--- src/rtl/eth_tx_pkg.sv ---
`timescale 1ns/1ps
package eth_tx_pkg;

   typedef enum logic [2:0] {
      ST_IDLE = 3'd0,
      ST_PRE  = 3'd1,
      ST_SFD  = 3'd2,
      ST_DST  = 3'd3,
      ST_SRC  = 3'd4,
      ST_PAY  = 3'd5,
      ST_FCS  = 3'd6,
      ST_GAP  = 3'd7
   } tx_state_e;

   localparam logic [7:0]  PRE_BYTE = 8'h55;
   localparam logic [7:0]  SFD_BYTE = 8'hD5;
   localparam logic [31:0] CRC_POLY = 32'hEDB88320;
   localparam int          FCS_BYTES = 4;

   // one byte through a reflected CRC32, LSB-first
   function automatic logic [31:0] crc_step(input logic [31:0] c_in,
                                            input logic [7:0]  b);
      logic [31:0] c;
      c = c_in ^ {24'd0, b};
      for (int i = 0; i < 8; i++) begin
         c = c[0] ? ((c >> 1) ^ CRC_POLY) : (c >> 1);
      end
      return c;
   endfunction

endpackage

--- src/rtl/eth_tx_crc.sv ---
`timescale 1ns/1ps
module eth_tx_crc
   import eth_tx_pkg::*;
(
   input  logic        clk,
   input  logic        rst,
   input  logic        init,
   input  logic        en,
   input  logic [7:0]  din,
   output logic [31:0] fcs
);

   logic [31:0] crc_q;

   always_ff @(posedge clk) begin
      if (rst)       crc_q <= '1;
      else if (init) crc_q <= '1;
      else if (en)   crc_q <= crc_step(crc_q, din);
   end

   assign fcs = ~crc_q;

endmodule

--- src/rtl/eth_tx_nibble_out.sv ---
`timescale 1ns/1ps
module eth_tx_nibble_out #(
   parameter bit LOW_NIB_RISE = 1'b1
) (
   input  logic       clk,
   input  logic       rst,
   input  logic       en_i,
   input  logic [7:0] byte_i,
   output logic       en_o,
   output logic [3:0] rise_o,
   output logic [3:0] fall_o
);

   logic       en_q;
   logic [7:0] byte_q;

   always_ff @(posedge clk) begin
      if (rst) begin
         en_q   <= 1'b0;
         byte_q <= 8'd0;
      end else begin
         en_q   <= en_i;
         byte_q <= byte_i;
      end
   end

   assign en_o = en_q;

   generate
      if (LOW_NIB_RISE) begin : g_low_rise
         assign rise_o = byte_q[3:0];
         assign fall_o = byte_q[7:4];
      end else begin : g_high_rise
         assign rise_o = byte_q[7:4];
         assign fall_o = byte_q[3:0];
      end
   endgenerate

endmodule

--- src/rtl/eth_frame_tx.sv ---
`timescale 1ns/1ps
module eth_frame_tx
   import eth_tx_pkg::*;
#(
   parameter int LEN_W        = 16,
   parameter int GAP_W        = 8,
   parameter int MAC_W        = 48,
   parameter int PRE_LEN      = 7,
   parameter bit HAS_PRNG     = 1'b1,
   parameter bit LOW_NIB_RISE = 1'b1
) (
   input  logic             clk,
   input  logic             rst,
   input  logic             start,
   input  logic [LEN_W-1:0] pay_len,
   input  logic [GAP_W-1:0] gap_len,
   input  logic             use_prng,
   input  logic [MAC_W-1:0] dst_mac,
   input  logic [MAC_W-1:0] src_mac,
   output logic [LEN_W-1:0] mem_addr,
   input  logic [7:0]       mem_data,
   input  logic [7:0]       prng_byte,
   output logic             prng_en,
   output logic             busy,
   output logic             tx_en,
   output logic [3:0]       txd_rise,
   output logic [3:0]       txd_fall
);

   localparam int MAC_BYTES = MAC_W / 8;
   localparam int SH_W      = 2 * MAC_W;
   localparam logic [LEN_W-1:0] ONE      = LEN_W'(1);
   localparam logic [LEN_W-1:0] PRE_LAST = LEN_W'(PRE_LEN - 1);
   localparam logic [LEN_W-1:0] MAC_LAST = LEN_W'(MAC_BYTES - 1);
   localparam logic [LEN_W-1:0] FCS_LAST = LEN_W'(FCS_BYTES - 1);

   generate
      if (MAC_W % 8 != 0 || MAC_W < 8) begin : g_bad_mac
         $error("MAC_W must be a nonzero multiple of 8");
      end
      if (LEN_W < GAP_W || LEN_W < 3) begin : g_bad_len
         $error("LEN_W must be at least GAP_W and at least 3");
      end
      if (PRE_LEN < 1) begin : g_bad_pre
         $error("PRE_LEN must be at least 1");
      end
   endgenerate

   tx_state_e        state_q;
   logic [LEN_W-1:0] cnt_q;
   logic [LEN_W-1:0] len_q;
   logic [GAP_W-1:0] gap_q;
   logic             sel_q;
   logic [SH_W-1:0]  mac_sh;
   logic [LEN_W-1:0] addr_q;
   logic             start_q;
   logic             busy_d;
   logic             go;
   logic             cnt_end;
   logic [7:0]       pay_byte;
   logic [7:0]       cur_byte;
   logic [31:0]      fcs;
   logic             crc_en;
   logic             on_wire;

   assign go = (state_q == ST_IDLE) && !busy_d && start && !start_q;

   always_comb begin
      unique case (state_q)
         ST_PRE:  cnt_end = (cnt_q == PRE_LAST);
         ST_DST,
         ST_SRC:  cnt_end = (cnt_q == MAC_LAST);
         ST_PAY:  cnt_end = (cnt_q + ONE == len_q);
         ST_FCS:  cnt_end = (cnt_q == FCS_LAST);
         ST_GAP:  cnt_end = (cnt_q + ONE == LEN_W'(gap_q));
         default: cnt_end = 1'b1;
      endcase
   end

   always_ff @(posedge clk) begin
      if (rst) begin
         state_q <= ST_IDLE;
         cnt_q   <= '0;
         len_q   <= '0;
         gap_q   <= '0;
         sel_q   <= 1'b0;
         mac_sh  <= '0;
         addr_q  <= '0;
         start_q <= 1'b0;
         busy_d  <= 1'b0;
      end else begin
         start_q <= start;
         busy_d  <= (state_q != ST_IDLE);
         cnt_q   <= cnt_end ? '0 : cnt_q + ONE;
         unique case (state_q)
            ST_IDLE: begin
               cnt_q <= '0;
               if (go) begin
                  state_q <= ST_PRE;
                  len_q   <= pay_len;
                  gap_q   <= gap_len;
                  sel_q   <= use_prng;
                  mac_sh  <= {dst_mac, src_mac};
                  addr_q  <= '0;
               end
            end
            ST_PRE:  if (cnt_end) state_q <= ST_SFD;
            ST_SFD:  state_q <= ST_DST;
            ST_DST: begin
               mac_sh <= mac_sh << 8;
               if (cnt_end) state_q <= ST_SRC;
            end
            ST_SRC: begin
               mac_sh <= mac_sh << 8;
               if (cnt_end) begin
                  addr_q  <= addr_q + ONE;
                  state_q <= (len_q == '0) ? ST_FCS : ST_PAY;
               end
            end
            ST_PAY: begin
               addr_q <= addr_q + ONE;
               if (cnt_end) state_q <= ST_FCS;
            end
            ST_FCS: if (cnt_end) state_q <= (gap_q == '0) ? ST_IDLE : ST_GAP;
            ST_GAP: if (cnt_end) state_q <= ST_IDLE;
            default: state_q <= ST_IDLE;
         endcase
      end
   end

   generate
      if (HAS_PRNG) begin : g_prng
         assign pay_byte = sel_q ? prng_byte : mem_data;
         assign prng_en  = (state_q == ST_PAY) && sel_q;
      end else begin : g_mem_only
         assign pay_byte = mem_data;
         assign prng_en  = 1'b0;
      end
   endgenerate

   always_comb begin
      unique case (state_q)
         ST_PRE:  cur_byte = PRE_BYTE;
         ST_SFD:  cur_byte = SFD_BYTE;
         ST_DST,
         ST_SRC:  cur_byte = mac_sh[SH_W-1 -: 8];
         ST_PAY:  cur_byte = pay_byte;
         ST_FCS:  cur_byte = fcs[{cnt_q[1:0], 3'b000} +: 8];
         default: cur_byte = 8'd0;
      endcase
   end

   assign crc_en  = (state_q == ST_DST) || (state_q == ST_SRC) || (state_q == ST_PAY);
   assign on_wire = (state_q != ST_IDLE) && (state_q != ST_GAP);

   eth_tx_crc u_crc (
      .clk  (clk),
      .rst  (rst),
      .init (state_q == ST_SFD),
      .en   (crc_en),
      .din  (cur_byte),
      .fcs  (fcs)
   );

   eth_tx_nibble_out #(.LOW_NIB_RISE(LOW_NIB_RISE)) u_out (
      .clk    (clk),
      .rst    (rst),
      .en_i   (on_wire),
      .byte_i (cur_byte),
      .en_o   (tx_en),
      .rise_o (txd_rise),
      .fall_o (txd_fall)
   );

   assign mem_addr = addr_q;
   assign busy     = (state_q != ST_IDLE) || busy_d;

   // ---------------- assertions ----------------
   assert_start_edge_R1: assert property (@(posedge clk) disable iff (rst)
      (!busy && start && !start_q) |=> busy);

   assert_cache_hold_R2: assert property (@(posedge clk) disable iff (rst)
      (state_q != ST_IDLE && $past(state_q) != ST_IDLE) |->
         ($stable(len_q) && $stable(gap_q) && $stable(sel_q)));

   assert_addr_bound_R5: assert property (@(posedge clk) disable iff (rst)
      (state_q == ST_PAY) |-> (mem_addr <= len_q));

   assert_prng_on_wire_R7: assert property (@(posedge clk) disable iff (rst)
      prng_en |=> tx_en);

   assert_gap_quiet_R8: assert property (@(posedge clk) disable iff (rst)
      (state_q == ST_GAP) |=> (!tx_en && txd_rise == 4'd0 && txd_fall == 4'd0));

   assert_busy_lead_R9: assert property (@(posedge clk) disable iff (rst)
      $rose(tx_en) |-> (busy && $past(busy)));

   assert_busy_cover_R9: assert property (@(posedge clk) disable iff (rst)
      tx_en |-> busy);

endmodule

--- config.mk ---
export PLATFORM = sky130hd
export DESIGN_NAME = eth_frame_tx
export DESIGN_NICKNAME = d
export VERILOG_FILES = /design/src/rtl/eth_tx_pkg.sv /design/src/rtl/eth_tx_crc.sv /design/src/rtl/eth_tx_nibble_out.sv /design/src/rtl/eth_frame_tx.sv
export SDC_FILE = /design/constraint.sdc
export NUM_CORES = 1
export LEC_CHECK = 0
export ABC_AREA = 1
export CAP_MARGIN = 20
export CELL_PAD_IN_SITES_DETAIL_PLACEMENT = 2
export CELL_PAD_IN_SITES_GLOBAL_PLACEMENT = 2
export CORE_UTILIZATION = 30
export CTS_BUF_LIST = sky130_fd_sc_hd__clkbuf_8 sky130_fd_sc_hd__clkbuf_16
export DETAILED_ROUTE_END_ITERATION = 16
export PLACE_DENSITY_LB_ADDON = 0.1
export RECOVER_POWER = 25
export SLEW_MARGIN = 10
export SYNTH_ARGS = -nofsm -noshare
export SYNTH_HDL_FRONTEND = slang
export SYNTH_HIERARCHICAL = 1
export SYNTH_SLANG_ARGS = --single-unit
--- constraint.sdc ---
create_clock -name clk -period 3.4 [get_ports clk]
set_clock_uncertainty 0.05 [all_clocks]
set_input_delay 0.68 -clock clk [delete_from_list [all_inputs] [get_ports clk]]
set_output_delay 0.68 -clock clk [all_outputs]
set_load 0.01 [all_outputs]
==> PnR_summary.wiki, run 1 <==
{| class="wikitable"
! Metric !! Value
|-
| Number of antenna violations at the first check in global routing || 7
|-
| Synthesized area || 0.0108 mm^2
|-
| Clock buffers created by TritonCTS || 17
|-
| Die boundary height || ~190 um
|-
| Pin count of the biggest net entering global routing || 92
|-
| CP Data Required Time || between 2 and 3 ns
|-
| Leading cell type in the layout, fill and taps excluded || sky130_fd_sc_hd__nand2_1
|-
| Portion of the post-synthesis area used by sequential elements || 36.9%
|-
| Post-DR wirelength/cell || 18.9 um
|-
| Failing checks || max-capacitance violations, max-slew violations
|-
| Number of nets at the end of the flow || 1,897
|-
| Cell family with the largest share of critical-path delay || buffers and inverters
|-
| Peak per-stage delay on the critical path || 0.57 ns
|-
| Cell taking the most area after synthesis || sky130_fd_sc_hd__dfxtp_1
|-
| Remaining routing DRC violations || 0
|-
| Cell area power density || 797 mW/mm^2
|-
| Unrepaired setup endpoints after global routing || false
|-
| Crit end category || output port
|-
| Routed WL || between 40,000 and 50,000 um
|-
| Reg2reg start || state_q[2]$_SDFFE_PP0P_
|-
| Share of post-route cells with drive strength above 1 || 7.35%
|-
| TritonCTS Sinks || between 150 and 200
|-
| Port-buffer cells || about 170
|-
| Effective utilization at floorplan || 30.4%
|-
| Share of the clock period used by the worst path || 92.4%
|-
| Clock insertion delay at the later pin of the skew report || 0.46 ns
|-
| Count of nets left with antenna violations after detail routing || 0
|-
| Placeable core area || approximately 0.035 mm^2
|-
| Cells after Synth || 1,630
|-
| Post-CTS Repair Setup Buffers || 0
|-
| Pre-antenna DRT Iters || 4
|-
| Floorplan die width || 192 um
|-
| Post-DP HPWL || about 31,000 um
|-
| Drt initial violations || about 490
|-
| Growth of design area from synthesis to finish || 24.8%
|-
| Pleak || 5.44 nW
|-
| Maximum root-to-sink buffer count || 2
|-
| Cell area after layout || 0.0135 mm^2
|-
| Biggest fanout along the worst timing path || 9
|-
| Worst Setup SP || state_q[1]$_SDFFE_PP0P_
|-
| Peak Freq || 318 MHz
|-
| Resized Gates After CTS || 0
|-
| Post-place instance area || 0.0129 mm^2
|-
| Time the worst path needs with I/O delays and setup || approximately 3.1 ns
|-
| CTS tree || built
|-
| Total negative slack || 0 ns
|-
| Worst slew slack as a fraction of its limit || -31.2%
|-
| Slew at the pin closest to its max-slew limit || 1.97 ns
|-
| Synth top area share || about 37%
|-
| I/O pins || roughly 170
|-
| Most used cells in the layout excluding fill and tap cells || sky130_fd_sc_hd__nand2_1, sky130_fd_sc_hd__dfxtp_1, sky130_fd_sc_hd__nand3_1
|-
| Number of hold violations in the final report || 0
|-
| Data arrival, critical path || roughly 2.4 ns
|-
| Global placer's final weighted congestion || around 0.85
|-
| CTS root buffer || sky130_fd_sc_hd__clkbuf_16
|-
| H-Tree Depth || 4
|-
| Total number of yosys warnings || 6
|-
| Reg-to-reg setup timing slack || 0.37 ns
|-
| Layout fillers || roughly 4.2k
|-
| Critical Path Start Type || register
|-
| Number of buffer and inverter instances along the worst setup path || 3
|-
| Kind of path behind the tightest hold check || register to register
|-
| Area enclosed by the die boundary || around 0.037 mm^2
|-
| Final-report max-slew violation count || 92
|-
| Post-Route Hold Slack || 0.434 ns
|-
| Number of vias after detailed routing || 11.4k
|-
| IR Drop Worst-Case VDD || 0.461 mV
|-
| FF+latch count, synth || between 150 and 200
|-
| Startpoint of the worst hold path || mac_sh[89]$_SDFFE_PP0P_
|-
| Result of the run || finished with violations
|-
| Cell-by-cell listing of the critical path || clkinvlp_2, nand2_1, nor2_1, inv_2, or2_4, clkdlybuf4s50_1
|-
| Library cell contributing the largest single delay on the critical path || sky130_fd_sc_hd__clkdlybuf4s50_1
|-
| Setup violations, final || 0
|-
| Number of nets produced by synthesis || 1,772
|-
| Post-detailed-route via-to-cell ratio || between 5 and 6
|-
| # hold bufs at CTS || 0
|-
| Max Cap Viol || 1
|-
| All-Layer GR Usage || a little under a quarter
|-
| Via count of the first global-routing pass || 12.1k
|-
| Total congestion overflow || 0
|-
| Per-instance average area after synthesis || 6.62 um^2
|-
| Unique cell type count in the Yosys netlist || 47
|-
| Critical path class || register to output port
|-
| Total number of placement rows || just under 70
|-
| Leading post-synthesis cells by cell area || sky130_fd_sc_hd__dfxtp_1, sky130_fd_sc_hd__nand2_1, sky130_fd_sc_hd__nand3_1
|-
| Post-route setup slack || 0.259 ns
|-
| Clk pin slew, worst setup/hold paths || 0.08 ns
|-
| Global-route wire length before repair || 66,500 um
|-
| Setup Slack @ Placement || around 0.40 ns
|}
Yosys cell counts (all sizes together):
cell / n
nand4: 16
a31oi: 88
xnor2: 11
nor2: 167
a221o: 5
dfxtp: 199
nand2: 520
buf: 30
nor3b: 1
nor3: 8
a221oi: 1
o22ai: 7
o211ai: 14
clkinv: 2
nor4: 8
a21oi: 68
inv: 134
o31ai: 4
nand3: 177
o21ai: 75
xor2: 25
and2: 1
or2: 3
nand3b: 2
clkbuf: 56
o221ai: 1
ha: 2
o21bai: 5
path summary, 6_finish.rpt:
kind	end	cells after the start
max	busy	6
min	mac_sh[89]$_SDFFE_PP0P_	2
max reg2reg	u_crc/crc_q[4]$_SDFFE_PP1P_	15
min reg2reg	mac_sh[89]$_SDFFE_PP0P_	2
metrics by stage:
stage	total power [W]	utilization [%]	cells
3_5_place_dp	0.00861	36.3	2196
2_1_floorplan	0.00693	-	1630
3_3_place_gp	0.00841	36.3	2196
6_report	0.0107	37.9	2232
5_1_grt	0.0115	37.9	2229
4_1_cts	0.0109	38.0	2228
cell type report:
class | instances | area, um^2 | area share (%)
Antenna cell | 3 | 7.51 | 0.0558
Clock buffer | 19 | 453 | 3.36
Clock inverter | 13 | 156 | 1.16
Inverter | 136 | 512 | 3.80
Multi-Input combinational cell | 1209 | 5920 | 43.9
Sequential cell | 199 | 3980 | 29.6
Tap cell | 461 | 577 | 4.28
Timing Repair Buffer | 192 | 1860 | 13.8
where the power goes:
group | switching [W] | internal (W) | total, W
logic | 0.00361 | 0.00172 | 0.00533
clock network | 0.00105 | 0.00115 | 0.00220
registers | 0.000373 | 0.00282 | 0.00320
cell families (layout without fill, tap and decap cells):
family | after synthesis | in the layout | share of synthesized area, %
flip-flops | 199 | 199 | 36.9
XOR/XNOR | 36 | 36 | 3.45
other | 0 | 3 | 0
adder cells (fa/ha/maj) | 2 | 2 | 0.232
buffers and inverters | 222 | 360 | 8.26
AO/OA/AOI/OAI | 268 | 268 | 14.6
AND/OR/NAND/NOR | 903 | 903 | 36.6
worst register-to-register path, cell delays in order, from the launching register on:
cell,delay [ns]
sky130_fd_sc_hd__dfxtp_1,0.52
sky130_fd_sc_hd__buf_4,0.21
sky130_fd_sc_hd__o21ai_0,0.11
sky130_fd_sc_hd__nand2_1,0.22
sky130_fd_sc_hd__inv_2,0.20
sky130_fd_sc_hd__a221o_1,0.44
sky130_fd_sc_hd__inv_1,0.09
sky130_fd_sc_hd__nand2_1,0.07
sky130_fd_sc_hd__nand2_2,0.22
sky130_fd_sc_hd__nand2_1,0.12
sky130_fd_sc_hd__nand2_2,0.17
sky130_fd_sc_hd__inv_2,0.09
sky130_fd_sc_hd__nor2_1,0.10
sky130_fd_sc_hd__nor2_1,0.07
sky130_fd_sc_hd__nor2_1,0.15
sky130_fd_sc_hd__o21ai_1,0.09
registers in the layout, summed over array words and instances (netlist names):
register,count
busy_d,1
cnt_q,16
gap_q,8
len_q,16
mac_sh,96
mem_addr,16
sel_q,1
start_q,1
state_q,3
u_crc/crc_q,32
u_out/byte_q,8
u_out/en_o,1
layer usage:
metal  wire, um  vias up  GRT usage (%)
met5         63        -              0
met4        438       10           4.82
met3       2040       31           6.16
met2      20100      131           39.3
met1      19700     5655           29.9
li1           -     5605              -
Power figures use the tool's default switching activity.
==> inputs of run 2 (changes only) <==
--- a/config.mk
+++ b/config.mk
@@ -9,6 +9,7 @@
 export CAP_MARGIN = 20
 export CELL_PAD_IN_SITES_DETAIL_PLACEMENT = 2
 export CELL_PAD_IN_SITES_GLOBAL_PLACEMENT = 2
+export CORE_ASPECT_RATIO = 1.25
 export CORE_UTILIZATION = 30
 export CTS_BUF_LIST = sky130_fd_sc_hd__clkbuf_8 sky130_fd_sc_hd__clkbuf_16
 export DETAILED_ROUTE_END_ITERATION = 16
==> run 2 against run 1 <==
Net effect: the run now ends clean; sequential share of layout area about the same; combinational power increased by 2%; hold slack got worse by 0.0014 ns; setup slack got worse by 0.040 ns; utilization increased by 0.095 points; clock power decreased by 5%; critical path type is now register to register; largest cell class unchanged.
==> PnR_summary.wiki, run 2 (same netlist as run 1, synthesis figures left out) <==
{| class="wikitable"
! Metric !! Value
|-
| Result of the run || complete, no violations
|-
| Floorplan die width || 172 um (-10%)
|-
| Port-buffer cells || 166 (unchanged)
|-
| Number of nets at the end of the flow || 1,894 (-0.16%)
|-
| Drt initial violations || 535 (+10%)
|-
| Post-DP HPWL || 31,100 um (+0.96%)
|-
| TritonCTS Sinks || 199 (unchanged)
|-
| Setup violations, final || 0 (unchanged)
|-
| Kind of path behind the tightest hold check || register to register
|-
| Clock buffers created by TritonCTS || 17 (unchanged)
|-
| Sequential cell fraction of total power || 29.8% (about the same)
|-
| Post-detailed-route via-to-cell ratio || 5.12 (about the same)
|-
| Unrepaired setup endpoints after global routing || false
|-
| # hold bufs at CTS || 0 (unchanged)
|-
| I/O pins || 167 (unchanged)
|-
| Clock insertion delay at the later pin of the skew report || 0.46 ns (about the same)
|-
| Routed WL || 42,500 um (+0.47%)
|-
| Data arrival, critical path || 3.46 ns (+1.05 ns)
|-
| Endpoint of the most critical setup path || u_crc/crc_q[27]$_SDFFE_PP1P_
|-
| Area enclosed by the die boundary || 0.0367 mm^2 (about the same)
|-
| Reg2reg start || state_q[2]$_SDFFE_PP0P_
|-
| CP Data Required Time || 3.68 ns (+1.01 ns)
|-
| Biggest fanout along the worst timing path || 66 (+57)
|-
| Post-route setup slack || 0.219 ns (-0.0404 ns)
|-
| Portion of total power attributed to the clock network || 19.4% (-1.1 points)
|-
| Remaining routing DRC violations || 0 (unchanged)
|-
| Resized Gates After CTS || 0 (unchanged)
|-
| H-Tree Depth || 4 (unchanged)
|-
| Total negative slack || 0 ns (unchanged)
|-
| Effective utilization at floorplan || 30.5% (+0.11 points)
|-
| Time the worst path needs with I/O delays and setup || 3.18 ns (+0.0404 ns)
|-
| Post-CTS Repair Setup Buffers || 0 (unchanged)
|-
| Final-report max-slew violation count || 0 (-100%)
|-
| Peak per-stage delay on the critical path || 0.65 ns (+0.08 ns)
|-
| Clk pin slew, worst setup/hold paths || 0.08 ns (about the same)
|-
| IR Drop Worst-Case VDD || 0.375 mV (-19%)
|-
| Slew at the pin closest to its max-slew limit || 1.41 ns (-0.554 ns)
|-
| Post-DR wirelength/cell || 19.0 um (+0.11%)
|-
| Maximum root-to-sink buffer count || 2 (unchanged)
|-
| Critical Path Start Type || register
|-
| Worst slew slack as a fraction of its limit || 5.75% (+37 points)
|-
| Cell-by-cell listing of the critical path || o21ai_0, nand2_4, buf_4, buf_4, nand2_1, inv_1, buf_12, nor2_1, inv_1, o211ai_1
|-
| Most flops, register || mac_sh
|-
| Share of the clock period used by the worst path || 93.6% (+1.2 points)
|-
| Via count of the first global-routing pass || 12.4k (+2.1%)
|-
| Leading cell type in the layout, fill and taps excluded || sky130_fd_sc_hd__nand2_1
|-
| Critical path class || register to register
|-
| Net switching component of the power || 0.00509 W (+0.92%)
|-
| Switching Share || 47.6% (+0.61 points)
|-
| Worst Setup SP || state_q[2]$_SDFFE_PP0P_
|-
| Most used cells in the layout excluding fill and tap cells || sky130_fd_sc_hd__nand2_1, sky130_fd_sc_hd__dfxtp_1, sky130_fd_sc_hd__nand3_1
|-
| Pin count of the biggest net entering global routing || 104 (+13%)
|-
| Number of antenna violations at the first check in global routing || 7 (unchanged)
|-
| CTS tree || built
|-
| Post-Route Hold Slack || 0.432 ns (-0.00144 ns)
|-
| Placeable core area || 0.0354 mm^2 (-0.35%)
|-
| Max reg flops || 96 (unchanged)
|-
| Total congestion overflow || 0 (unchanged)
|-
| Growth of design area from synthesis to finish || 24.7%
|-
| Number of hold violations in the final report || 0 (unchanged)
|-
| Library cell contributing the largest single delay on the critical path || sky130_fd_sc_hd__buf_4
|-
| Count of nets left with antenna violations after detail routing || 0 (unchanged)
|-
| Peak Freq || 314 MHz (-1.3%)
|-
| Endpoint of the worst-slack reg-to-reg timing path || u_crc/crc_q[27]$_SDFFE_PP1P_
|-
| Pre-antenna DRT Iters || 4 (unchanged)
|-
| CTS root buffer || sky130_fd_sc_hd__clkbuf_16
|-
| Proportion of power drawn by combinational gates || 50.7% (+1.0 points)
|-
| Global placer's final weighted congestion || 0.853 (+0.24%)
|-
| Cell area power density || 795 mW/mm^2 (-0.26%)
|-
| All-Layer GR Usage || 24.0% (+0.63 points)
|-
| Biggest regs || mac_sh (96), u_crc/crc_q (32)
|-
| Die boundary height || 214 um (+12%)
|-
| Reg-to-reg setup timing slack || 0.22 ns (-0.15 ns)
|-
| Total number of placement rows || 77 (+12%)
|-
| Share of post-route cells with drive strength above 1 || 7.31% (-0.040 points)
|-
| FF-to-FF path depth || 10 (-5)
|-
| Number of vias after detailed routing || 11.5k (+0.26%)
|-
| Crit end category || register
|-
| Internal power component || 0.00561 W (-1.5%)
|-
| Setup Slack @ Placement || 0.290 ns (-0.113 ns)
|-
| Max Cap Viol || 0 (-1)
|-
| Pleak || 5.41 nW (-0.49%)
|-
| Layout fillers || 4,258 (+1.4%)
|-
| Global-route wire length before repair || 68,100 um (+2.4%)
|}
==> run 2: cell count changes in the layout (fill, tap and decap cells not counted), sizes merged <==
cell | previous run | this run
clkbuf | 22 | 18
inv | 141 | 138
diode | 3 | 2
clkinv | 5 | 9
clkinvlp | 1 | 2
bufinv | 2 | 1
buf | 24 | 23
==> run 2: cell type report <==
type	instances	area, um^2	area share, %
clock buffer	17	425	3.16
antenna	2	5.00	0.0372
inverter	136	513	3.81
multi-input combinational	1209	5920	44.0
sequential	199	3980	29.6
tap	474	593	4.41
clock inverter	14	145	1.08
timing repair buffer	189	1860	13.9
==> run 2: metal layers <==
| metal | routed length [um] | GRT usage, % | share of wire [%] | vias up |
|---|---|---|---|---|
| li1 | - | - | - | 5598 |
| met1 | 18800 | 29.7 | 44 | 5642 |
| met2 | 21500 | 41.9 | 51 | 155 |
| met3 | 1300 | 4.12 | 3.1 | 57 |
| met4 | 798 | 7.05 | 1.9 | 10 |
| met5 | 69 | 0 | 0.16 | - |
==> run 2: worst min-delay path by stage <==
stage	from	endpoint	slack (ns)	depth (start not counted)
after floorplan	gap_q[6]$_SDFFE_PP0P_	gap_q[6]$_SDFFE_PP0P_	0.39	2
after global placement	u_crc/crc_q[16]$_SDFFE_PP1P_	u_crc/crc_q[16]$_SDFFE_PP1P_	0.41	2
after detailed placement	mac_sh[72]$_SDFFE_PP0P_	mac_sh[72]$_SDFFE_PP0P_	0.42	2
after CTS	mac_sh[72]$_SDFFE_PP0P_	mac_sh[72]$_SDFFE_PP0P_	0.44	2
after global routing	mac_sh[78]$_SDFFE_PP0P_	mac_sh[78]$_SDFFE_PP0P_	0.45	2
final	mac_sh[68]$_SDFFE_PP0P_	mac_sh[68]$_SDFFE_PP0P_	0.43	2
==> run 2: power by group through the flow <==
stage	Clock [W]	Sequential (W)	Combinational, W
2_1_floorplan	0	0.00310	0.00383
3_3_place_gp	0	0.00322	0.00527
3_5_place_dp	0	0.00324	0.00547
4_1_cts	0.00215	0.00320	0.00552
5_1_grt	0.00223	0.00325	0.00600
6_report	0.00208	0.00319	0.00543
==> run 2: per-stage QoR <==
stage                     instances  utilization (%)  cell area (um^2)  total power (W)
after global placement         2207             36.4             12900          0.00849
after CTS                      2238             38.1             13500           0.0109
after global routing           2238             38.0             13400           0.0115
after detailed placement       2207             36.4             12900          0.00871
final                          2240             38.0             13500           0.0107
after floorplan                1630                -             10800          0.00693
==> run 2: worst max-delay path, delay by kind of cell (launching register included) <==
kind	cells	cell delay, ns
buffers and inverters	5	1.51
flip-flops	1	0.62
AO/OA/AOI/OAI	2	0.40
AND/OR/NAND/NOR	3	0.37
==> inputs of run 3 (changes only) <==
--- a/config.mk
+++ b/config.mk
@@ -13,7 +13,7 @@
 export CORE_UTILIZATION = 30
 export CTS_BUF_LIST = sky130_fd_sc_hd__clkbuf_8 sky130_fd_sc_hd__clkbuf_16
 export DETAILED_ROUTE_END_ITERATION = 16
-export PLACE_DENSITY_LB_ADDON = 0.1
+export PLACE_DENSITY = 0.78
 export RECOVER_POWER = 25
 export SLEW_MARGIN = 10
 export SYNTH_ARGS = -nofsm -noshare
==> run 3 against run 2 <==
Net effect: the flow now finishes with violations (max-capacitance violations, max-slew violations); flip-flop and latch count stayed put; utilization hardly changed; sequential power hardly changed; critical endpoint is now busy; largest power group unchanged.
==> PnR_summary.wiki, run 3 (same netlist as run 1, synthesis figures left out) <==
{| class="wikitable"
! Metric !! Value
|-
| Kind of path behind the tightest hold check || register to register
|-
| Clock buffers created by TritonCTS || 17 (unchanged)
|-
| Worst slew slack as a fraction of its limit || -18.2% (-24 points)
|-
| Total congestion overflow || 0 (unchanged)
|-
| Unrepaired setup endpoints after global routing || false
|-
| Crit end category || output port
|-
| IR Drop Worst-Case VDD || 0.453 mV (+21%)
|-
| Resized Gates After CTS || 0 (unchanged)
|-
| Effective utilization at floorplan || 30.5% (unchanged)
|-
| Time the worst path needs with I/O delays and setup || 3.25 ns (+0.0666 ns)
|-
| Pleak || 5.41 nW (about the same)
|-
| Via count of the first global-routing pass || 12.5k (+1.3%)
|-
| CTS tree || built
|-
| Share of the clock period used by the worst path || 95.5% (+2.0 points)
|-
| Remaining routing DRC violations || 0 (unchanged)
|-
| Count of nets left with antenna violations after detail routing || 0 (unchanged)
|-
| Clock insertion delay at the later pin of the skew report || 0.46 ns (about the same)
|-
| Leading cell type in the layout, fill and taps excluded || sky130_fd_sc_hd__nand2_1
|-
| Total negative slack || 0 ns (unchanged)
|-
| Most flops, register || mac_sh
|-
| TritonCTS Sinks || 199 (unchanged)
|-
| Pre-antenna DRT Iters || 6 (+2)
|-
| Global placer's final weighted congestion || 0.859 (+0.80%)
|-
| Post-route setup slack || 0.152 ns (-0.0666 ns)
|-
| Maximum root-to-sink buffer count || 2 (unchanged)
|-
| Share of post-route cells with drive strength above 1 || 7.13% (-0.19 points)
|-
| Slew at the pin closest to its max-slew limit || 1.77 ns (+0.359 ns)
|-
| Drt initial violations || 425 (-21%)
|-
| Total number of placement rows || 77 (unchanged)
|-
| Post-CTS Repair Setup Buffers || 0 (unchanged)
|-
| Number of vias after detailed routing || 11.6k (+0.78%)
|-
| FF-to-FF path depth || 12 (+2)
|-
| Area enclosed by the die boundary || 0.0367 mm^2 (unchanged)
|-
| Post-DR wirelength/cell || 19.0 um (+0.15%)
|-
| Number of nets at the end of the flow || 1,897 (+0.16%)
|-
| Cell area power density || 790 mW/mm^2 (-0.67%)
|-
| Floorplan die width || 172 um (unchanged)
|-
| Final-report max-slew violation count || 77 (+77)
|-
| Biggest fanout along the worst timing path || 9 (-86%)
|-
| Number of hold violations in the final report || 0 (unchanged)
|-
| H-Tree Depth || 4 (unchanged)
|-
| Most used cells in the layout excluding fill and tap cells || sky130_fd_sc_hd__nand2_1, sky130_fd_sc_hd__dfxtp_1, sky130_fd_sc_hd__nand3_1
|-
| Post-DP HPWL || 31,400 um (+0.98%)
|-
| Port-buffer cells || 166 (unchanged)
|-
| # hold bufs at CTS || 0 (unchanged)
|-
| Post-detailed-route via-to-cell ratio || 5.15 (+0.60%)
|-
| Critical Path Start Type || register
|-
| Layout fillers || 4,266 (+0.19%)
|-
| Pin count of the biggest net entering global routing || 90 (-13%)
|-
| Failing checks || max-capacitance violations, max-slew violations
|-
| CTS root buffer || sky130_fd_sc_hd__clkbuf_16
|-
| Data arrival, critical path || 2.52 ns (-0.94 ns)
|-
| Clk pin slew, worst setup/hold paths || 0.08 ns (about the same)
|-
| Number of antenna violations at the first check in global routing || 8 (+1)
|-
| Peak Freq || 308 MHz (-2.1%)
|-
| CP Data Required Time || 2.67 ns (-1.01 ns)
|-
| Critical path class || register to output port
|-
| All-Layer GR Usage || 24.0% (about the same)
|-
| I/O pins || 167 (unchanged)
|-
| Die boundary height || 214 um (unchanged)
|-
| Max Cap Viol || 1 (+1)
|-
| Growth of design area from synthesis to finish || 24.6% (about the same)
|-
| Biggest regs || mac_sh (96), u_crc/crc_q (32)
|-
| Hold Path Depth || 2 (unchanged)
|-
| Result of the run || finished with violations
|-
| Setup Slack @ Placement || 0.353 ns (+0.0626 ns)
|-
| Routed WL || 42,600 um (+0.33%)
|-
| Placeable core area || 0.0354 mm^2 (unchanged)
|-
| Global-route wire length before repair || 68,600 um (+0.85%)
|-
| Max reg flops || 96 (unchanged)
|-
| Setup violations, final || 0 (unchanged)
|}
[run 3: cell types whose count changed in the layout (fill, tap and decap cells not counted), moves of 2 or more]
cell                       delta
sky130_fd_sc_hd__buf_4        +3
sky130_fd_sc_hd__buf_12       -2
sky130_fd_sc_hd__clkbuf_4     +2
sky130_fd_sc_hd__inv_8        -2
sky130_fd_sc_hd__inv_6        +3
sky130_fd_sc_hd__inv_2        -2
sky130_fd_sc_hd__inv_1        +3
sky130_fd_sc_hd__clkinv_4     -2
[run 3: layout make-up]
cell class	instances	area [um^2]	area share (%)
antenna	2	5.00	0.0372
sequential	199	3980	29.6
clock buffer	17	425	3.16
multi-input combinational	1209	5920	44.0
timing repair buffer	192	1860	13.8
clock inverter	15	143	1.06
inverter	136	513	3.82
tap	474	593	4.41
[run 3: path summary, 6_finish.rpt]
path	to	start	slack [ns]
setup reg to reg	u_crc/crc_q[25]$_SDFFE_PP1P_	state_q[2]$_SDFFE_PP0P_	0.32
setup / recovery	busy	state_q[1]$_SDFFE_PP0P_	0.15
hold / removal	mac_sh[67]$_SDFFE_PP0P_	mac_sh[67]$_SDFFE_PP0P_	0.43
hold reg to reg	mac_sh[67]$_SDFFE_PP0P_	mac_sh[67]$_SDFFE_PP0P_	0.43
[run 3: critical path, cell delays in order, from the launching register on]
cell                              delay (ns)
sky130_fd_sc_hd__dfxtp_1                0.53
sky130_fd_sc_hd__clkinv_2               0.17
sky130_fd_sc_hd__nand2_1                0.13
sky130_fd_sc_hd__nor2_1                 0.09
sky130_fd_sc_hd__inv_1                  0.18
sky130_fd_sc_hd__or2_0                  0.35
sky130_fd_sc_hd__clkdlybuf4s50_1        0.61
[run 3: routing by layer]
layer / share of wire, % / GRT usage (%) / routed length (um) / up-vias
met5: 0.17 / 0 / 74 / -
met4: 1.7 / 6.49 / 711 / 12
met3: 4.0 / 4.59 / 1700 / 45
met2: 52 / 43.2 / 22100 / 161
met1: 42 / 28.5 / 18000 / 5741
li1: - / - / - / 5592
[run 3: where the power goes]
part	internal [W]	total, W	switching, W
combinational	0.00173	0.00535	0.00363
sequential	0.00282	0.00319	0.000361
clock	0.00103	0.00208	0.00105
total	0.00558	0.0106	0.00504
[run 3: through the flow]
stage               hold slack, ns  utilization (%)  area, um^2  instances  total power (W)
floorplan                    0.393                -       10800       1630          0.00693
global placement             0.412             36.4       12900       2210          0.00842
detailed placement           0.423             36.4       12900       2210          0.00865
CTS                          0.368             38.0       13500       2242           0.0108
global route                 0.452             38.0       13400       2244           0.0114
finish                       0.430             38.0       13400       2244           0.0106
